### config.mk
export PLATFORM = sky130hd
export DESIGN_NAME = sop_macrocell
export DESIGN_NICKNAME = d
export VERILOG_FILES = /design/src/rtl/sop_pkg.sv /design/src/rtl/sop_pterm.sv /design/src/rtl/sop_cell_reg.sv /design/src/rtl/sop_out_sel.sv /design/src/rtl/sop_macrocell.sv
export SDC_FILE = /design/constraint.sdc
export NUM_CORES = 1
export LEC_CHECK = 0
export ABC_CLOCK_PERIOD_IN_PS = 3400
export BUFFER_PORTS_ARGS = -buffer_cell sky130_fd_sc_hd__buf_2
export CORE_AREA = 2 2 141 143
export CTS_CLUSTER_DIAMETER = 80
export DETAILED_ROUTE_END_ITERATION = 12
export DIE_AREA = 0 0 143 145
export GPL_TIMING_DRIVEN = 0
export PLACE_DENSITY = 0.5
export SKIP_LAST_GASP = 1
export SYNTH_ARGS = -nofsm -noshare
export SYNTH_HDL_FRONTEND = slang
export SYNTH_SLANG_ARGS = --single-unit
### constraint.sdc
create_clock -name clk -period 3.4 [get_ports clk]
set_clock_uncertainty 0.1 [all_clocks]
set_input_delay 0.17 -clock clk [delete_from_list [all_inputs] [get_ports clk]]
set_output_delay 0.17 -clock clk [all_outputs]
set_load 0.05 [all_outputs]
### src/rtl/sop_pkg.sv
package sop_pkg;

    localparam int MAX_TERMS = 16;

    typedef struct packed {
        logic registered;
        logic active_high;
    } cell_cfg_t;

    typedef struct packed {
        logic q;
    } cell_state_t;

    typedef struct packed {
        logic sel_val;
        logic pin_val;
        logic fb_val;
    } out_sel_t;

endpackage

### src/rtl/sop_pterm.sv
module sop_pterm #(
    parameter int   N_IN      = 10,
    parameter logic EMPTY_VAL = 1'b0,
    localparam int  LIT_W     = 2 * N_IN
) (
    input  logic [N_IN-1:0]  in_vec,
    input  logic [LIT_W-1:0] fuse,
    output logic             term
);

    logic [LIT_W-1:0] lits;

    // Literal pairs: even bit true form, odd bit complemented form
    for (genvar i = 0; i < N_IN; i++) begin : g_lit
        assign lits[2*i]   = in_vec[i];
        assign lits[2*i+1] = ~in_vec[i];
    end

    always_comb begin
        if (fuse == '0) begin
            term = EMPTY_VAL;
        end else begin
            term = &(lits | ~fuse);
        end
    end

endmodule

### src/rtl/sop_cell_reg.sv
module sop_cell_reg
    import sop_pkg::*;
(
    input  logic clk,
    input  logic clr_async,
    input  logic preset_sync,
    input  logic preload_en,
    input  logic preload_val,
    input  logic sum,
    output logic q
);

    cell_state_t st_d;
    cell_state_t st_q;

    // Priority at an edge: preload, then preset, then captured sum
    always_comb begin
        st_d = st_q;
        if (preload_en) begin
            st_d.q = preload_val;
        end else if (preset_sync) begin
            st_d.q = 1'b1;
        end else begin
            st_d.q = sum;
        end
    end

    // Clear dominates everything and needs no edge
    always_ff @(posedge clk or posedge clr_async) begin
        if (clr_async) begin
            st_q <= '0;
        end else begin
            st_q <= st_d;
        end
    end

    assign q = st_q.q;

endmodule

### src/rtl/sop_out_sel.sv
module sop_out_sel
    import sop_pkg::*;
(
    input  cell_cfg_t cfg,
    input  logic      q,
    input  logic      sum,
    output logic      pin_val,
    output logic      fb_val
);

    out_sel_t sel_d;

    always_comb begin
        sel_d.sel_val = cfg.registered ? q : sum;
        sel_d.pin_val = cfg.active_high ? sel_d.sel_val : ~sel_d.sel_val;
        sel_d.fb_val  = sel_d.sel_val;
    end

    assign pin_val = sel_d.pin_val;
    assign fb_val  = sel_d.fb_val;

endmodule

### src/rtl/sop_macrocell.sv
module sop_macrocell
    import sop_pkg::*;
#(
    parameter int  N_IN    = 10,
    parameter int  N_TERMS = 16,
    localparam int LIT_W   = 2 * N_IN,
    localparam int FUSE_W  = N_TERMS * LIT_W
) (
    input  logic              clk,
    input  logic              clr_async,
    input  logic [N_IN-1:0]   in_vec,
    input  logic [FUSE_W-1:0] and_fuse,
    input  logic [LIT_W-1:0]  oe_fuse,
    input  logic              cfg_registered,
    input  logic              cfg_active_high,
    input  logic              preset_sync,
    input  logic              preload_en,
    input  logic              preload_val,
    output logic              pin_data,
    output logic              pin_oe,
    output logic              fb_out
);

    if (N_TERMS < 1 || N_TERMS > MAX_TERMS) begin : g_bad_terms
        $error("sop_macrocell: N_TERMS out of range");
    end

    logic [N_TERMS-1:0] terms;
    logic               sum;
    logic               reg_q;
    cell_cfg_t          cfg;

    assign cfg.registered  = cfg_registered;
    assign cfg.active_high = cfg_active_high;

    // AND plane: one product term per OR input
    for (genvar t = 0; t < N_TERMS; t++) begin : g_term
        sop_pterm #(
            .N_IN      (N_IN),
            .EMPTY_VAL (1'b0)
        ) u_pterm (
            .in_vec (in_vec),
            .fuse   (and_fuse[t*LIT_W +: LIT_W]),
            .term   (terms[t])
        );
    end

    // Fixed OR plane
    assign sum = |terms;

    // Output-enable term: empty mask means always driven
    sop_pterm #(
        .N_IN      (N_IN),
        .EMPTY_VAL (1'b1)
    ) u_oe_term (
        .in_vec (in_vec),
        .fuse   (oe_fuse),
        .term   (pin_oe)
    );

    sop_cell_reg u_reg (
        .clk         (clk),
        .clr_async   (clr_async),
        .preset_sync (preset_sync),
        .preload_en  (preload_en),
        .preload_val (preload_val),
        .sum         (sum),
        .q           (reg_q)
    );

    sop_out_sel u_sel (
        .cfg     (cfg),
        .q       (reg_q),
        .sum     (sum),
        .pin_val (pin_data),
        .fb_val  (fb_out)
    );

endmodule

# Word level (Yosys, flattened, before mapping)
# Index checks and enable logic that the tools add are counted.
# op_classes
bitwise	45
n_mux	21
reduce_logical	35
# op_table
operator	n
zero test 20 bit	17
inverter 20 bit	17
OR 20 bit	17
AND reduction 20 bit	17
2-to-1 mux 1 bit	21
OR reduction 16 bit	1
inverter 1 bit	11
# totals
elab_cells	102
reg_bits	1
inputBits	357
out_inout_bits	3

# Longest topological paths before layout
# Gate-level depths: netlist of run 1.
# depth
word_depth	8
mapped_depth	10
depth_no_buf	8

# By module
# Synthesis of run 1 repeated with hierarchy kept, for this count alone.
# unflattened
cells_unflattened	348
area_unflattened_um2	2874.0
# modules_own_cells
module	seq_area_each_um2	n_inst	area_per_inst_um2	cells_per_inst
sop_pterm at g_term[0].u_pterm ...	0.0	16	165.2	20
sop_pterm at u_oe_term	0.0	1	127.6	16
sop_cell_reg	25.0	1	41.3	5
sop_macrocell	0.0	1	31.3	5
sop_out_sel	0.0	1	31.3	2

# Worst setup path after synthesis of run 1
# OpenSTA, ideal clock, no wires.
# synth_path
path_type	input-to-output
from	input port in_vec[2]
to	output port pin_data
path_buffers	2
t_arrival_ps	2246
path_slack_ps	884
path_stages	10
required_time_ps	3130
cell_sequence	buf_6 > buf_12 > mux2i_1 > nand4_1 > a311oi_1 > nand3_1 > nand4_1 > or4_1 > mux2_4 > xnor2_2
# synth_between
elab_chain_len	8
elab_cells_between_ends	53
cone_classes	18 x mux; 18 x bitwise; 17 x reduce/logical
# synth_lines
element	line_no	text
from (decl)	sop_macrocell.sv:11	input logic [N_IN-1:0] in_vec,
inverter 1 bit	sop_pterm.sv:16	assign lits[2*i+1] = ~in_vec[i];
OR 20 bit	sop_pterm.sv:23	term = &(lits | ~fuse);
AND reduction 20 bit	sop_pterm.sv:23	
2-to-1 mux 1 bit	sop_pterm.sv:20	if (fuse == '0) begin
OR reduction 16 bit *	sop_macrocell.sv:49	assign sum = |terms;
2-to-1 mux 1 bit *	sop_out_sel.sv:14	sel_d.sel_val = cfg.registered ? q : sum;
named net fb_out	sop_macrocell.sv:21	output logic fb_out
inverter 1 bit	sop_out_sel.sv:15	sel_d.pin_val = cfg.active_high ? sel_d.sel_val : ~sel_d.sel_val;
2-to-1 mux 1 bit *	sop_out_sel.sv:15	
to (decl)	sop_macrocell.sv:19	output logic pin_data,
# Mark *: on every way through the listed nets, which the timed path passes. The rest lies on a longest branch.

# Worst setup path after layout of run 1
# layout_path
from	input port and_fuse[135]
to	output port pin_data
# layout_between
elab_chain_len	8
elab_cells_between_ends	9
cone_classes	3 x mux; 3 x bitwise; 3 x reduce/logical
# layout_lines
element	line_no	text
from (decl)	sop_macrocell.sv:12	input logic [FUSE_W-1:0] and_fuse,
inverter 20 bit	sop_pterm.sv:23	
OR 20 bit	sop_pterm.sv:23	
AND reduction 20 bit	sop_pterm.sv:23	
2-to-1 mux 1 bit *	sop_pterm.sv:20	
OR reduction 16 bit *	sop_macrocell.sv:49	
2-to-1 mux 1 bit *	sop_out_sel.sv:14	
inverter 1 bit	sop_out_sel.sv:15	
2-to-1 mux 1 bit *	sop_out_sel.sv:15	
# Every way passes the cells marked *; elsewhere a longest branch is shown, timed or not.

==> impl_metrics.yaml, run 1 <==
sta:
  slew_headroom: 0.672
  worst_pin_slew_ns: 0.488
  worst_slack_ns: 0.544
  clock.fmax_mhz: 350
  hold_viol: 0
  setup_viol: 0
  rsz0062_at_grt: "false"
  fin_crit_sh: 0.840
  post-route-min-period_ns: 2.86
  drv_slew: 0
  final.setup.tns_ns: 0
global_route:
  grt_pass1_wl_mm: 28.1
  grt_pass1_vias: 5075
  grt_overflow: 0
  grt_max_degree: 11
  met2_usage: 0.339
  gr-usage-met1: 0.200
  antenna_found_initial: 2
  gr-usage-met3: 0.0281
  grt_usage: 0.177
  top_usage_layer: "met2"
outcome:
  run_status: "complete, no violations"
place:
  globalplace.congestion: 0.850
  place_area_mm2: 0.00522
  dp_slack_ns: 0.471
  dp.cells: 982
  dp_hpwl_mm: 17.1
  port_buffers: 349
logic_synthesis:
  ys_ff_latch: 1
  synthSimpleGateAreaFrac: 0.301
  synth_xor_xnor_area_share: 0.00518
  synthCells: 368
  synth_top_family_by_area: "multiplexers"
  synth_nets: 725
  yosys_warnings: 0
  synthesis.area_mm2: 0.00314
  postSynthAreaPerCell_um2: 8.54
  synth.distinct_cells: 21
  synth-compound-area-share: 0.0490
  seq_area_frac_synth: 0.00796
  synth_mux_area_frac: 0.543
  synthAdderAreaFrac: 0
cells_and_area:
  num-nets-final: 1077
  final_util: 0.272
  fillerInstances: 2107
  finalNonFillerCells: 983
  area_growth_pct: 66.4
  largest_reg_flops: 1
  drive_above_1_share: 0.518
  layout_commonest_cell: "buf_2"
  antenna_cells: 0
  layout_common_cells: "buf_2, mux2i_1, nor4_1, nand4_1, nand3_1"
  final_area_mm2: 0.00523
worst_setup_path:
  startpoint_type: "input port"
  slowest_delay_ns: 0.54
  crit_type: "in2out"
  path_cells: "buf_2, nor4_1, and3_1, a311oi_1, nand3_1, nand4_1, or4_1, mux2_4, xnor2_2, buf_2"
  critPathRequiredTime_ns: 3.13
  worstPathMaxFanout: 2
  cp_common_cell: "buf_2"
  worstPathArrival_ns: 2.59
  end_kind: "primary output"
  critical_path.slowest_cell: "or4_1"
floorplan:
  die_width_um: 143
  start_util: 0.164
  fp-row-count: 51
  core_area_mm2: 0.0192
  pin_count: 360
  die_y_um: 145
  die_area_mm2: 0.0207
route:
  wl_per_cell_um: 20.4
  ant_nets: 0
  first_pass_iters: 4
  drt_iter0_drc: 135
  drc_errors: 0
  num_vias: 4855
  viasPerCell: 4.94
  totalWireLength_mm: 20.1
run:
  drv_cap: 0
min_path:
  hold_path.class: "in2reg"
pwr:
  p_leak_nw: 2.76
  p_clk_frac: 0
  power_frac_comb: 0.977
  p_sw_frac: 0.480
  power_density_mw_per_mm2: 112
  sequentialPowerShare: 0.023
  p_sw_mw: 0.281
  peakVddDrop_v: 0.0000399
  p_int_mw: 0.304
clocking:
  postCtsSetupBuffers: 0
  path_clk_slew_ns: 0
## power groups by stage
stage	combinational, mW	clock (mW)	sequential, mW
6_report	0.572	0	0.0133
5_1_grt	0.615	0	0.0134
4_1_cts	0.572	0	0.0133
3_5_place_dp	0.570	0	0.0133
3_3_place_gp	0.568	0	0.0133
2_1_floorplan	0.242	0	0.0132
## logic make-up (layout without fill, tap and decap cells)
kind of cell | Yosys count | count (layout)
compound gates | 18 | 18
simple gates | 156 | 156
buf+inv | 22 | 372
xor+xnor | 1 | 1
flops | 1 | 1
mux | 170 | 170
## what timing repair did
action                                 CTS  global route
hold buffers                             1             0
gates resized for setup                  0             0
setup endpoints to repair                0             0
endpoints found under the hold margin    1             0
## routing by layer
metal / vias up / share of wire
li1: 2295 / -
met5: - / 0.0011
met3: 34 / 0.084
met2: 306 / 0.50
met4: 4 / 0.027
met1: 2216 / 0.39
## stage by stage
| step | hold slack [ns] | total power [mW] |
|---|---|---|
| after floorplan | -0.201 | 0.255 |
| after global placement | -0.0953 | 0.581 |
| after detailed placement | -0.0967 | 0.583 |
| after CTS | 0.270 | 0.586 |
| after global routing | 0.308 | 0.628 |
| final | 0.271 | 0.585 |
## layout make-up
| class | instances | area, um2 | share of cell area |
|---|---|---|---|
| repair buffers | 350 | 1760 | 0.336 |
| multi-input cells | 345 | 2820 | 0.540 |
| plain buffers | 20 | 287 | 0.0548 |
| flip-flops and latches | 1 | 25.0 | 0.00478 |
| inverters | 2 | 7.51 | 0.00144 |
| well taps | 265 | 332 | 0.0634 |
## worst paths after layout
| path | startpoint | end | slack, ns | depth (start not counted) |
|---|---|---|---|---|
| max in group asynchronous | clr_async | u_reg.q | 2.65 | 3 |
| min in group asynchronous | clr_async | u_reg.q | 0.46 | 3 |
| setup / recovery | and_fuse[135] | pin_data | 0.54 | 10 |
| hold / removal | preload_en | u_reg.q | 0.27 | 2 |
## worst max-delay path, delay by kind of cell
kind	cells	cell delay, ns
AO/OA/AOI/OAI	1	0.10
multiplexers	1	0.32
AND/OR/NAND/NOR	5	1.48
buffers and inverters	2	0.39
XOR/XNOR	1	0.12
## cells in the mapped netlist (all sizes together)
master	number	area, um2
a2111oi	1	8.76
a21oi	1	5.00
a311oi	16	140
and3	16	100
buf	20	287
dfrtp	1	25.0
inv	2	7.51
mux2	2	26.3
mux2i	168	1680
nand2	3	11.3
nand3	17	85.1
nand4	36	225
nor2b	1	6.26
nor3	2	10.0
nor4	80	500
or4	1	7.51
xnor2	1	16.3
Power figures use the tool's default switching activity.
==> run 2, diff against run 1 <==
--- a/config.mk
+++ b/config.mk
@@ -5,14 +5,14 @@
 export SDC_FILE = /design/constraint.sdc
 export NUM_CORES = 1
 export LEC_CHECK = 0
-export ABC_CLOCK_PERIOD_IN_PS = 3400
+export ABC_CLOCK_PERIOD_IN_PS = 2750
 export BUFFER_PORTS_ARGS = -buffer_cell sky130_fd_sc_hd__buf_2
-export CORE_AREA = 2 2 141 143
+export CORE_AREA = 2 2 139 141
 export CTS_CLUSTER_DIAMETER = 80
 export DETAILED_ROUTE_END_ITERATION = 12
-export DIE_AREA = 0 0 143 145
+export DIE_AREA = 0 0 141 143
 export GPL_TIMING_DRIVEN = 0
-export PLACE_DENSITY = 0.5
+export PLACE_DENSITY = 0.51
 export SKIP_LAST_GASP = 1
 export SYNTH_ARGS = -nofsm -noshare
 export SYNTH_HDL_FRONTEND = slang
==> constraint.sdc (replaced) <==
create_clock -name clk -period 2.75 [get_ports clk]
set_clock_uncertainty 0.1 [all_clocks]
set_input_delay 0.1375 -clock clk [delete_from_list [all_inputs] [get_ports clk]]
set_output_delay 0.1375 -clock clk [all_outputs]
set_load 0.05 [all_outputs]
==> impl_metrics.yaml, run 2 (synthesis gave the netlist of run 1 again) <==
outcome:
  run_status: "complete, no violations"
sta:
  setup_viol: 0
  worst_pin_slew_ns: 0.361
  timing.hold.ws_ns: 0.238
  post-route-min-period_ns: 2.58
  final.setup.tns_ns: 0
  drv_slew: 0
  clock.fmax_mhz: 388
  rsz0062_at_grt: "false"
  hold_viol: 0
  fin_crit_sh: 0.938
  slew_headroom: 0.753
min_path:
  min_from: "preload_en"
  holdPathStages: 2
  hold_end: "u_reg.q"
  hold_path.class: "in2reg"
worst_setup_path:
  critical_path.slowest_cell: "or4_4"
  slowest_delay_ns: 0.59
  end_kind: "primary output"
  crit_type: "in2out"
  worstPathMaxFanout: 2
  startpoint_type: "input port"
  worstPathArrival_ns: 2.34
  critPathRequiredTime_ns: 2.51
  path_cells: "buf_2, nor4_1, and3_1, a311oi_1, nand3_1, nand4_1, or4_4, mux2_4, xnor2_2, clkbuf_4"
place:
  dp.cells: 951
  dp_hpwl_mm: 16.6
  port_buffers: 349
  place_area_mm2: 0.00518
  globalplace.congestion: 0.880
route:
  first_pass_iters: 4
  ant_nets: 0
  wl_per_cell_um: 20.5
  totalWireLength_mm: 19.5
  drt_iter0_drc: 166
  drc_errors: 0
  num_vias: 4753
  viasPerCell: 4.99
global_route:
  grt_overflow: 0
  antenna_found_initial: 0
  grt_pass1_wl_mm: 27.6
  grt_max_degree: 11
  grt_pass1_vias: 5012
  grt_usage: 0.178
cells_and_area:
  antenna_cells: 0
  area_growth_pct: 65.6
  drive_above_1_share: 0.521
  num-nets-final: 1077
  fillerInstances: 2063
  final_area_mm2: 0.00520
  layout_common_cells: "buf_2, mux2i_1, nor4_1, nand4_1, nand3_1"
  layout_commonest_cell: "buf_2"
  largest_reg_flops: 1
  finalNonFillerCells: 952
floorplan:
  start_util: 0.169
  pin_count: 360
  die_y_um: 143
  die_area_mm2: 0.0202
  fp-row-count: 50
  core_area_mm2: 0.0186
  die_width_um: 141
pwr:
  power_density_mw_per_mm2: 138
  p_total_mw: 0.718
  p_leak_nw: 2.76
  peakVddDrop_v: 0.0000608
run:
  drv_cap: 0
clocking:
  path_clk_slew_ns: 0
==> run 2: cell type report <==
class	count	area, um2	share of cell area
multi-input combinational	345	2830	0.544
timing repair buffer	350	1760	0.338
tap	234	293	0.0563
buffer	20	287	0.0550
sequential	1	25.0	0.00481
inverter	2	7.51	0.00144
==> run 2: report_power, final <==
part / switching, mW / internal, mW
combinational: 0.340 / 0.361
clock: 0 / 0
sequential: 0.000276 / 0.0162
total: 0.341 / 0.377
==> run 2: worst max path at each step <==
stage	startpoint	endpoint	slack (ns)	depth (start not counted)
6_report	and_fuse[271]	pin_data	0.17	10
5_1_grt	and_fuse[267]	pin_data	0.02	10
4_1_cts	and_fuse[91]	pin_data	0.06	10
3_5_place_dp	and_fuse[91]	pin_data	0.07	10
3_3_place_gp	and_fuse[271]	pin_data	0.04	10
2_1_floorplan	in_vec[2]	pin_data	0.30	10
==> run 2: stage by stage <==
stage	setup WS (ns)	utilization
2_1_floorplan	0.299	-
3_3_place_gp	0.0367	0.279
3_5_place_dp	0.0667	0.279
4_1_cts	0.0566	0.279
5_1_grt	0.0192	0.280
6_report	0.171	0.280
==> run 2: timing repair <==
| item | in CTS | in global routing |
|---|---|---|
| hold endpoints to repair | 1 | 0 |
| hold buffers | 1 | 0 |
| endpoints found under the setup margin | 0 | 1 |
| buffers inserted | 0 | 0 |
| gates resized for setup | 0 | 3 |
==> run 2: layer usage <==
metal  share of wire  track usage  routed length (um)  vias to the layer above
met5               0            0                   0                        -
met2            0.51        0.341               10000                      232
met3           0.063       0.0235                1240                       28
met4           0.024       0.0458                 475                        0
li1                -            -                   -                     2301
met1            0.40        0.209                7750                     2192
==> run 2: worst max-delay path, delay by kind of cell <==
family | cells | cell delay, ns
mux | 1 | 0.30
compound gates | 1 | 0.08
simple gates | 5 | 1.36
buf+inv | 2 | 0.34
xor+xnor | 1 | 0.11
